`src/rtl/bclk_pkg.sv`:
```
package bclk_pkg;

  localparam int unsigned WORD_W  = 32;
  localparam int unsigned RATIO_W = 16;  // holds 2**DIV_W for DIV_W <= 15

  typedef struct packed {
    logic               phase_hi;
    logic [RATIO_W-1:0] ratio;
  } div_cfg_t;

  // field value -> ratio in reference cycles; zero means the full 2**w
  function automatic logic [RATIO_W-1:0] field_to_ratio(input logic [RATIO_W-1:0] field,
                                                        input int unsigned w);
    return (field == '0) ? (RATIO_W'(1) << w) : field;
  endfunction

  // number of reference cycles the output spends low in one period
  function automatic logic [RATIO_W-1:0] low_cycles(input logic [RATIO_W-1:0] ratio,
                                                    input logic phase_hi);
    return (ratio >> 1) + {{(RATIO_W-1){1'b0}}, ratio[0] & ~phase_hi};
  endfunction

endpackage

```
`src/rtl/bclk_cfg.sv`:
```
module bclk_cfg
  import bclk_pkg::*;
#(
  parameter int unsigned DIV_W = 10
) (
  input  logic              clk,
  input  logic              rst_n,
  input  logic              cfg_we,
  input  logic [WORD_W-1:0] cfg_wdata,
  input  logic              cfg_phase_hi,
  input  logic              load,
  input  logic              applied,
  output logic              pend_valid,
  output div_cfg_t          pend_cfg,
  output logic              load_err,
  output logic [WORD_W-1:0] cfg_rdata
);

  localparam int unsigned PAD_W = RATIO_W - DIV_W;

  logic [DIV_W-1:0] stg_div;
  logic             stg_phase;
  logic             bad_load;
  logic [RATIO_W-1:0] stg_ratio;

  assign bad_load  = load && (stg_div == DIV_W'(1));
  assign stg_ratio = field_to_ratio({{PAD_W{1'b0}}, stg_div}, DIV_W);
  assign cfg_rdata = {{(WORD_W-DIV_W){1'b0}}, stg_div};

  always_ff @(posedge clk or negedge rst_n) begin
    if (!rst_n) begin
      stg_div    <= '0;
      stg_phase  <= 1'b0;
      pend_valid <= 1'b0;
      pend_cfg   <= '0;
      load_err   <= 1'b0;
    end else begin
      if (cfg_we) begin
        stg_div   <= DIV_W'(cfg_wdata);
        stg_phase <= cfg_phase_hi;
      end
      if (bad_load) begin
        load_err <= 1'b1;
      end else if (load) begin
        load_err   <= 1'b0;
        pend_valid <= 1'b1;
        pend_cfg   <= '{phase_hi: stg_phase, ratio: stg_ratio};
      end else if (applied) begin
        pend_valid <= 1'b0;
      end
    end
  end

  // a refused load raises the error flag
  p_reject_flag_r6: assert property (@(posedge clk) disable iff (!rst_n)
    bad_load |=> load_err);
  // a refused load creates no pending change
  p_reject_keep_r6: assert property (@(posedge clk) disable iff (!rst_n)
    (bad_load && !pend_valid) |=> !pend_valid);
  // a pending change only appears after a load
  p_stage_only_r7: assert property (@(posedge clk) disable iff (!rst_n)
    (!load && !pend_valid) |=> !pend_valid);

endmodule

```
`src/rtl/bclk_gen.sv`:
```
module bclk_gen
  import bclk_pkg::*;
#(
  parameter int unsigned DIV_W = 10
) (
  input  logic     clk,
  input  logic     rst_n,
  input  logic     pend_valid,
  input  div_cfg_t pend_cfg,
  output logic     applied,
  output logic     bclk,
  output logic     edge_stb
);

  localparam logic [RATIO_W-1:0] MAX_RATIO = RATIO_W'(1) << DIV_W;

  div_cfg_t           act_q, act_nxt;
  logic [RATIO_W-1:0] cnt_q, cnt_nxt;
  logic               period_end;
  logic               out_nxt;

  assign period_end = (cnt_q == act_q.ratio - RATIO_W'(1));
  assign applied    = period_end && pend_valid;
  assign act_nxt    = applied ? pend_cfg : act_q;
  assign cnt_nxt    = period_end ? '0 : cnt_q + RATIO_W'(1);
  assign out_nxt    = (cnt_nxt >= low_cycles(act_nxt.ratio, act_nxt.phase_hi));

  always_ff @(posedge clk or negedge rst_n) begin
    if (!rst_n) begin
      act_q    <= '{phase_hi: 1'b0, ratio: MAX_RATIO};
      cnt_q    <= '0;
      bclk     <= 1'b0;
      edge_stb <= 1'b0;
    end else begin
      act_q    <= act_nxt;
      cnt_q    <= cnt_nxt;
      bclk     <= out_nxt;
      edge_stb <= (out_nxt != bclk);
    end
  end

  // counter never leaves the active period
  p_cnt_bound_r1: assert property (@(posedge clk) disable iff (!rst_n)
    cnt_q < act_q.ratio);
  // every period starts low
  p_start_low_r1: assert property (@(posedge clk) disable iff (!rst_n)
    period_end |=> !bclk);
  // active ratio stays within the legal range
  p_ratio_range_r2: assert property (@(posedge clk) disable iff (!rst_n)
    (act_q.ratio >= RATIO_W'(2)) && (act_q.ratio <= MAX_RATIO));
  // active settings change only at a period boundary
  p_hold_mid_r8: assert property (@(posedge clk) disable iff (!rst_n)
    !period_end |=> $stable(act_q));
  // strobe marks exactly the cycles where the output changed
  p_edge_mark_r9: assert property (@(posedge clk) disable iff (!rst_n)
    edge_stb == (bclk != $past(bclk)));

endmodule

```
`src/rtl/bclk_divider.sv`:
```
module bclk_divider
  import bclk_pkg::*;
#(
  parameter int unsigned DIV_W = 10
) (
  input  logic        clk,
  input  logic        rst_n,
  input  logic        cfg_we,
  input  logic [31:0] cfg_wdata,
  input  logic        cfg_phase_hi,
  input  logic        load,
  output logic [31:0] cfg_rdata,
  output logic        bclk,
  output logic        edge_stb,
  output logic        load_err
);

  logic     pend_valid;
  div_cfg_t pend_cfg;
  logic     applied;

  bclk_cfg #(.DIV_W(DIV_W)) u_cfg (
    .clk          (clk),
    .rst_n        (rst_n),
    .cfg_we       (cfg_we),
    .cfg_wdata    (cfg_wdata),
    .cfg_phase_hi (cfg_phase_hi),
    .load         (load),
    .applied      (applied),
    .pend_valid   (pend_valid),
    .pend_cfg     (pend_cfg),
    .load_err     (load_err),
    .cfg_rdata    (cfg_rdata)
  );

  bclk_gen #(.DIV_W(DIV_W)) u_gen (
    .clk        (clk),
    .rst_n      (rst_n),
    .pend_valid (pend_valid),
    .pend_cfg   (pend_cfg),
    .applied    (applied),
    .bclk       (bclk),
    .edge_stb   (edge_stb)
  );

  // a pending change is consumed only at a period boundary
  p_apply_edge_r8: assert property (@(posedge clk) disable iff (!rst_n)
    applied |=> !bclk);

endmodule

```
`config.mk`:
```
export PLATFORM = sky130hd
export DESIGN_NAME = bclk_divider
export DESIGN_NICKNAME = d
export VERILOG_FILES = /design/src/rtl/bclk_pkg.sv /design/src/rtl/bclk_cfg.sv /design/src/rtl/bclk_gen.sv /design/src/rtl/bclk_divider.sv
export SDC_FILE = /design/constraint.sdc
export NUM_CORES = 1
export LEC_CHECK = 0
export BUFFER_PORTS_ARGS = -buffer_cell sky130_fd_sc_hd__buf_2
export CAP_MARGIN = 10
export CORE_MARGIN = 2
export CORE_UTILIZATION = 40
export DETAILED_ROUTE_END_ITERATION = 16
export REMOVE_ABC_BUFFERS = 1
export SETUP_SLACK_MARGIN = 0.4
export SYNTH_ARGS = -nofsm -noshare
export SYNTH_HDL_FRONTEND = slang
export SYNTH_SLANG_ARGS = --single-unit
```
`constraint.sdc`:
```
create_clock -name clk -period 7 [get_ports clk]
set_input_delay 0.7 -clock clk [delete_from_list [all_inputs] [get_ports clk]]
set_output_delay 0.7 -clock clk [all_outputs]
set_load 0.05 [all_outputs]
```
==> results.toml <==
[drt]
drcViolationCount = 0
firstDrtPassIters = 4
wl_met1_mm = 3.723
via_count = 2945
routed_wl_mm = 8.015
vias_per_cell = 5.122
drtAntennaViolNets = 0
drt_iter0_drc = 114
route.met3.wl_microns = 339
wl_per_cell_microns = 13.94
wl_met2_mm = 3.862
top_layer = "met4"

[placed_design]
hpwl_mm = 6.122
place_worst_setup_slack_ps = 1395
portBuffers = 27
gp_congestion = 0.8304

[floorplan]
die_w_microns = 104.8
die_h_microns = 104.8
start_util_pct = 41.40
pin_count = 72
dieArea_sq_um = 10990
core_sq_um = 9819
rows = 36

[setup_path]
crit_path_cell_trace = "or4_1, or4_4, a211o_1, a32oi_2, and4_1, buf_4, nand2_1, o21ai_1, ha_1, ha_1, nand2_1, nor2_1, nand3_1, xnor2_1, mux2i_1, ha_1, a21o_1, a21o_1, a21oi_1, o21ai_0, a21o_1, xor2_1"
cp_data_required_time_ps = 7230
start_kind = "flip-flop"
path_max_fanout = 19
path_delay_family = "simple AND/OR/NAND/NOR gates"
cp_num_buf_inv = 1
critical_path_arrival_ps = 5790
crit_type = "flip-flop to flip-flop"
slowest_delay_ps = 720
crit_slowest_cell = "or4_1"
end_kind = "flip-flop"

[synthesis]
syn_area_per_cell_sq_um = 9.610
syn_area_sq_um = 4065
synth_top_area_share_pct = 36.32
async_reset_ff_share_pct = 100.0
yosysUniqueCellTypes = 56
ys.flop_type = "dfrtp_1"
yosys.area.top_type = "dfrtp_1"
ys_seq_area_share_pct = 36.97
ys_ff_latch = 60
yosysWarnings = 0
synthCells = 423
synth.area.top_cells = "dfrtp_1 36%, xnor2_1 6.5%, ha_1 6.2%, mux2_2 5.0%, xor2_1 4.7%"
synth_edf_count = 0

[global_route]
antenna_found_initial = 0
grt_pass1_wl_mm = 13.93
grt_pass1_vias = 2869
grt_overflow = 0
grt_use_total_pct = 15.75
grt_max_degree = 61

[sta]
rsz0062_at_grt = "no"
slew_violations = 0
fin_hold_ws_ps = 461.9
setup_viol = 0
finalCritPeriodShare_pct = 79.47
timing.final.ws_setup_ps = 1437
tightest_slew_ps = 781.7
max_slew_margin_pct = 47.41
skew_ps = 8.581
setup_tns_ps = 0
finalCriticalPeriod_ps = 5563
finalHoldViolations = 0
fmax_mhz = 179.8

[power_and_ir_drop]
power.density_nw_per_um2 = 195.3
p_leak_nw = 2.052
peakVddDrop_mv = 0.1685
power.total_w = 0.0008626

[clock_tree]
cts_sinks = 60
cts_resized = 0
cts_made_buffers = 9
cts_tree = "done"
htreeDepth = 3
clkTransAtPathRegs_ps = 70
clk_latency_ps = 340
post-cts-setup-buffers = 0
cts_root_buf = "clkbuf_8"
ctsHoldBuffers = 0
clock_path_buffers = 2

[layout]
antenna_cells = 0
syn2layout_area_growth_pct = 8.618
nFillCells = 964
final_nets = 494
drive_gt1_share_pct = 18.55

[worst_hold_path]
min-delay-path-class = "flip-flop to flip-flop"

[status]
outcome = "finished clean"

[job]
drv_cap = 0
[cell families after synthesis]
group,Yosys count,share of synthesized area [%]
adders and majority gates,20,6.156
DFF,60,36.97
xor gates and xnor gates,53,11.60
and+or+nand+nor,151,19.02
other,1,0.09225
muxes,33,9.911
buffers and inverters,58,8.341
AOI/OAI and AO/OA,47,7.910
[area by class of cell]
type                            instances  area, sq um  share of cell area, %
Multi-Input combinational cell        326         2302                  52.14
Timing Repair Buffer                   30        157.7                  3.570
Tap cell                              133        166.4                  3.769
Inverter                               10        37.54                 0.8501
Clock buffer                           10        137.6                  3.117
Sequential cell                        60         1503                  34.03
Clock inverter                          6        111.4                  2.522
[cells in the mapped netlist (3+ instances only)]
| library cell | number |
|---|---|
| nor2_1 | 36 |
| nand3_1 | 21 |
| clkbuf_1 | 16 |
| and2_1 | 4 |
| a21oi_1 | 7 |
| dfrtp_1 | 59 |
| ha_1 | 20 |
| nand2b_1 | 6 |
| nor3_1 | 4 |
| and3_1 | 8 |
| inv_1 | 9 |
| nand3b_1 | 3 |
| a211o_1 | 3 |
| buf_4 | 23 |
| nand2_1 | 34 |
| o21ai_1 | 6 |
| mux2_4 | 10 |
| a21o_1 | 8 |
| mux2_2 | 18 |
| buf_2 | 4 |
| o21ai_0 | 7 |
| nand4_1 | 8 |
| xor2_1 | 22 |
| nor4_1 | 10 |
| mux2i_1 | 5 |
| xnor2_1 | 30 |
| buf_6 | 4 |
[layout by cell type (no fill, tap or decap), types with 2 or more instances in the layout]
cell / count
a21o_1: 8
nand3b_1: 3
nor3_1: 4
conb_1: 22
nand4_1: 8
o21a_1: 2
nor2_1: 36
nand3_1: 21
bufinv_16: 3
nand2b_1: 6
a31oi_1: 2
nand2_1: 34
and3_1: 8
and2_1: 4
a21oi_1: 7
nor3b_1: 2
and4_1: 2
buf_2: 27
o31ai_1: 2
or3_1: 2
ha_1: 20
nor4_1: 10
mux2_4: 10
xor2_1: 22
xnor2_1: 30
dfrtp_1: 59
clkbuf_8: 10
or4_1: 2
mux2_2: 18
a211o_1: 3
o21ai_0: 7
nor2b_1: 2
o21ai_1: 6
mux2i_1: 5
or2_1: 2
buf_4: 3
inv_1: 9
[final timing paths]
check	slack, ps	endpoint	startpoint	cells past startpoint
setup / recovery	1440	u_gen.edge_stb	u_gen.act_q[3]	22
hold / removal	460	u_gen.edge_stb	u_gen.bclk	1
setup reg to reg	1440	u_gen.edge_stb	u_gen.act_q[3]	22
hold reg to reg	460	u_gen.edge_stb	u_gen.bclk	1
max in group asynchronous	6010	u_gen.cnt_q[6]	rst_n	2
min in group asynchronous	510	u_cfg.stg_div[8]	rst_n	2
[flip-flops by register name, indices dropped and copies added, names as in the netlist]
signal,cells
u_gen.act_q,17
u_cfg.stg_div,10
u_gen.cnt_q,16
u_gen.bclk,1
u_cfg.pend_valid,1
u_gen.edge_stb,1
u_cfg.pend_cfg,12
u_cfg.load_err,1
u_cfg.stg_phase,1
[report_power, final]
group          internal [W]  switching (W)   total, W
combinational     0.0000249      0.0000694  0.0000943
clock              0.000246       0.000142   0.000388
sequential         0.000363      0.0000173   0.000380
[metrics by stage]
stage                     instances  util [%]  area (sq um)
after detailed placement        559     42.43          4167
after global routing            575     44.97          4415
final                           575     44.97          4415
after CTS                       575     44.97          4415
after floorplan                 396         -          3842
after global placement          559     42.43          4167
[layer usage]
metal | up-vias | global-route usage (%)
met5 | - | 0
met4 | 0 | 4.952
met3 | 8 | 3.057
met2 | 84 | 26.30
met1 | 1396 | 20.56
li1 | 1457 | -
Power figures use the tool's default switching activity.
